[src/rtl/bmm_pkg.sv]
package bmm_pkg;
  localparam int NIB_W  = 4;
  localparam int BANK_W = 4;
  localparam int NBANKS = 8;
  localparam int SEL_W  = $clog2(NBANKS);

  typedef enum logic [1:0] {
    RGN_WIN   = 2'd0,
    RGN_FIXED = 2'd1,
    RGN_DEV   = 2'd2,
    RGN_TOP   = 2'd3
  } rgn_e;

  localparam logic [NIB_W-1:0] FIXED_LO = 4'h4;
  localparam logic [NIB_W-1:0] DEV_LO   = 4'hA;
  localparam logic [NIB_W-1:0] TOP_LO   = 4'hB;

  // region of a CPU address, from its top nibble
  function automatic rgn_e rgn_of(input logic [NIB_W-1:0] nib);
    if (nib < FIXED_LO)    return RGN_WIN;
    else if (nib < DEV_LO) return RGN_FIXED;
    else if (nib < TOP_LO) return RGN_DEV;
    else                   return RGN_TOP;
  endfunction

  // upper RAM address bits: bank inside the window, CPU A15:A14 elsewhere
  function automatic logic [SEL_W-1:0] phys_hi(input rgn_e r,
                                               input logic [NIB_W-1:0] nib,
                                               input logic [SEL_W-1:0] sel);
    if (r == RGN_WIN) return sel;
    return {1'b0, nib[NIB_W-1:NIB_W-2]};
  endfunction
endpackage

[src/rtl/bmm_region_dec.sv]
module bmm_region_dec
  import bmm_pkg::*;
(
  input  logic [NIB_W-1:0] nib,
  input  logic             rom_en,
  output rgn_e             rgn,
  output logic             ram_sel,
  output logic             rom_sel,
  output logic             dev_sel
);
  always_comb begin
    rgn     = rgn_of(nib);
    ram_sel = (rgn == RGN_WIN) || (rgn == RGN_FIXED) ||
              ((rgn == RGN_TOP) && !rom_en);
    rom_sel = (rgn == RGN_TOP) && rom_en;
    dev_sel = (rgn == RGN_DEV);
  end
endmodule

[src/rtl/bmm_bank_reg.sv]
module bmm_bank_reg #(
  parameter int W = 4
) (
  input  logic         clk,
  input  logic         rst_n,
  input  logic         ld,
  input  logic [W-1:0] d,
  output logic [W-1:0] q
);
  always_ff @(posedge clk or negedge rst_n) begin
    if (!rst_n)  q <= '0;
    else if (ld) q <= d;
  end
endmodule

[src/rtl/bmm_strobe_gen.sv]
module bmm_strobe_gen (
  input  logic cpu_e,
  input  logic cpu_rw,
  output logic rd_n,
  output logic wr_n
);
  // two-to-four decode of {E, R/W}; only the E-high codes drive strobes
  logic [3:0] code_hot;
  always_comb begin
    code_hot = 4'b0000;
    code_hot[{cpu_e, cpu_rw}] = 1'b1;
  end
  assign rd_n = ~code_hot[3];
  assign wr_n = ~code_hot[2];
endmodule

[src/rtl/bmm_mapper.sv]
module bmm_mapper
  import bmm_pkg::*;
(
  input  logic              clk,
  input  logic              rst_n,
  input  logic [NIB_W-1:0]  addr_hi,
  input  logic              cpu_rw,
  input  logic              cpu_e,
  input  logic [BANK_W-1:0] bank_d,
  input  logic              bank_ld,
  input  logic              rom_en,
  output logic              ram_cs_n,
  output logic              rom_cs_n,
  output logic              dev_cs_n,
  output logic [SEL_W-1:0]  ram_ahi,
  output logic              rd_n,
  output logic              wr_n,
  output logic [BANK_W-1:0] bank_q
);
  rgn_e rgn_w;
  logic ram_sel_w, rom_sel_w, dev_sel_w;

  bmm_region_dec u_dec (
    .nib     (addr_hi),
    .rom_en  (rom_en),
    .rgn     (rgn_w),
    .ram_sel (ram_sel_w),
    .rom_sel (rom_sel_w),
    .dev_sel (dev_sel_w)
  );

  bmm_bank_reg #(.W(BANK_W)) u_bank (
    .clk   (clk),
    .rst_n (rst_n),
    .ld    (bank_ld),
    .d     (bank_d),
    .q     (bank_q)
  );

  bmm_strobe_gen u_strb (
    .cpu_e  (cpu_e),
    .cpu_rw (cpu_rw),
    .rd_n   (rd_n),
    .wr_n   (wr_n)
  );

  assign ram_cs_n = ~ram_sel_w;
  assign rom_cs_n = ~rom_sel_w;
  assign dev_cs_n = ~dev_sel_w;
  assign ram_ahi  = phys_hi(rgn_w, addr_hi, bank_q[SEL_W-1:0]);
endmodule

[config.mk]
export PLATFORM = sky130hd
export DESIGN_NAME = bmm_mapper
export DESIGN_NICKNAME = d
export VERILOG_FILES = /design/src/rtl/bmm_pkg.sv /design/src/rtl/bmm_region_dec.sv /design/src/rtl/bmm_bank_reg.sv /design/src/rtl/bmm_strobe_gen.sv /design/src/rtl/bmm_mapper.sv
export SDC_FILE = /design/constraint.sdc
export NUM_CORES = 1
export LEC_CHECK = 0
export CAP_MARGIN = 20
export CORE_AREA = 2 2 39 41
export DETAILED_ROUTE_END_ITERATION = 8
export DIE_AREA = 0 0 41 43
export PLACE_DENSITY = 0.57
export RECOVER_POWER = 50
export SLEW_MARGIN = 20
export SYNTH_ARGS = -nofsm -noshare
export SYNTH_HDL_FRONTEND = slang
export SYNTH_SLANG_ARGS = --single-unit
export TNS_END_PERCENT = 5
[constraint.sdc]
create_clock -name clk -period 1.02 [get_ports clk]
set_input_delay 0.204 -clock clk [delete_from_list [all_inputs] [get_ports clk]]
set_output_delay 0.204 -clock clk [all_outputs]
set_load 0.005 [all_outputs]
==> results.tsv <==
metric	value	unit
I/O pins	26	
status	finished with violations	
Iter 0 DRT Violations	0	
starting density of the core	0.158	
CTS Buf Count	3	
core area	0.00138	sq mm
unrepaired setup endpoints after global routing	true	
Routed WL per cell	9.28	um
Most flops, register	u_bank.q	
PortBufs	25	
P_sw	119	uW
Seq cells post-synth	4	
critical path launch point type	register	
worst hold path class	primary input to asynchronous set/reset pin	
fin nets	68	
# fillers	149	
endpoints failing hold	0	
biggest regs	u_bank.q (4)	
residual DRC count	0	
RD Place Congestion	0.596	
Tcrit/Tclk final	1.10	
FP Rows	14	
Max clock buf depth	2	
Worst Tran Pin Value	212	ps
Avg Inst Size Synth	10.9	sq um
Horiz. Die Dim	41	um
Cell Pwr Density	1080	mW/mm^2
syn_nets	34	
WP data arrival	920	ps
fmax	0.892	GHz
Post-DP HPWL	529	um
sequential share of the synthesized area	0.457	
number of flip-flops in the largest register	4	
Seq pwr share	0.345	
clk slew on worst S/H paths	40	ps
synth warn	0	
vias in the first global route	256	
final instance area	492	sq um
clock root cell	clkbuf_4	
Mapped Area	219	sq um
first-pass GRT wire length	945	um
register area	100	sq um
Pint	412	uW
fraction of power spent switching nets	0.224	
relative slew slack	0.859	
Via-to-Cell Ratio	4.10	
Clock Latency Late Sink	230	ps
diode count	0	
placed instance area	519	sq um
Max Cap Viol	0	
Max H-tree Level	1	
Die Ht	43	um
Synth Instances	20	
gr usage total	0.0807	
crit path kind	register to primary output	
largest fanout on the critical path	2	
Crit. End Element	primary output	
logic gate share of total power	0.296	
multi-input logic area	111	sq um
r2r setup slk	150	ps
share of layout cells above drive strength 1	0.500	
Util after Layout	0.355	
Die ar.	0.00176	sq mm
vias post-DR	279	
Total Wirelength	631	um
initial antenna violation count	0	
Synth-to-Final Area Change	125	%
worst clock skew	0	ps
static leakage	0.255	nW
largest net degree at the start of global routing	6	
Register-to-Register Path Depth	2	
final slew viol count	0	
total clock sinks	4	
Final ANT Viol Nets	0	
Final WS setup	-101	ps
VDD IR max	0.829	mV
Final Setup Violations	7	
grt total ovfl	0	
Worst Path Required	820	ps
Synth cell types	11	
TritonCTS clock tree	yes	
DRT Pass-1 Iters	1	
cts hold-fix bufs	0	
Clock power frac	0.360	
failing checks	setup timing	
Tmin final	1120	ps
-- path summary, 6_finish.rpt --
kind                        startpoint           to
max                        u_bank.q[0]   ram_ahi[0]
min                              rst_n  u_bank.q[0]
max reg2reg                u_bank.q[0]  u_bank.q[0]
min reg2reg                u_bank.q[3]  u_bank.q[3]
max in group asynchronous        rst_n  u_bank.q[1]
min in group clk               bank_ld  u_bank.q[3]
-- power groups by stage --
stage,Sequential [mW],Combinational [mW],Clock [mW]
after floorplan,0.189,0.0393,0
after CTS,0.183,0.167,0.204
after global placement,0.185,0.194,0
final,0.183,0.157,0.191
after global routing,0.185,0.172,0.218
after detailed placement,0.185,0.195,0
-- routing by layer --
metal | wire length (um) | up-vias | track usage
met5 | 0 | - | 0
met4 | 0 | 0 | 0.0400
li1 | - | 136 | -
met2 | 308 | 15 | 0.119
met1 | 239 | 128 | 0.0850
met3 | 83 | 0 | 0.0524
-- Yosys cell counts (all sizes together) --
cell type  n  area share
nand2      1       0.017
and3       1       0.029
nand3      2       0.046
inv        2       0.034
mux2       4        0.21
a21o       3        0.11
o221a      1       0.051
nor2       1       0.017
dfrtp      4        0.46
nand2b     1       0.029
-- worst max-delay path: stages, from the launching register on --
cell,delay [ps]
dfrtp_1,380
a21o_2,190
buf_2,120
-- per-stage QoR --
stage | setup slack [ps] | total power, mW | TNS, ps | std cells | hold slack, ps
after floorplan | 224 | 0.228 | 0 | 20 | -91.6
after global placement | -687 | 0.379 | -5800 | 65 | 423
after detailed placement | -727 | 0.379 | -5880 | 65 | 418
after CTS | -118 | 0.554 | -445 | 68 | 167
after global routing | -144 | 0.576 | -538 | 68 | 249
final | -101 | 0.531 | -248 | 68 | 243
-- kinds of logic (layout without fill, tap and decap cells) --
group	Yosys count	after routing	share of synthesized area
AND/OR/NAND/NOR	6	6	0.137
AO/OA/AOI/OAI	4	4	0.166
multiplexers	4	4	0.206
flip-flops	4	4	0.457
buffers and inverters	2	34	0.0343
-- cell type report --
type,count,area share
Tap cell,16,0.0407
Multi-Input combinational cell,14,0.226
Sequential cell,4,0.204
Clock buffer,3,0.0458
Timing Repair Buffer,29,0.468
Inverter,2,0.0153
-- cells in the final DEF, fill, tap and decap left out, drive strengths merged, types with 2 or more instances in the layout --
cell type	n
buf	12
a21o	3
dlygate4sd2	3
dfrtp	4
mux2	4
clkdlybuf4s50	4
nand3	2
inv	2
clkbuf	7
clkdlybuf4s15	4
-- repair_timing --
| action | CTS | global route |
|---|---|---|
| gates resized for setup | 55 | 5 |
| pin swaps | 6 | 0 |
| gates cloned | 0 | 0 |
| endpoints found under the setup margin | 12 | 14 |
| setup buffers | 0 | 0 |
Note: power is estimated with default switching activity, not from simulation.
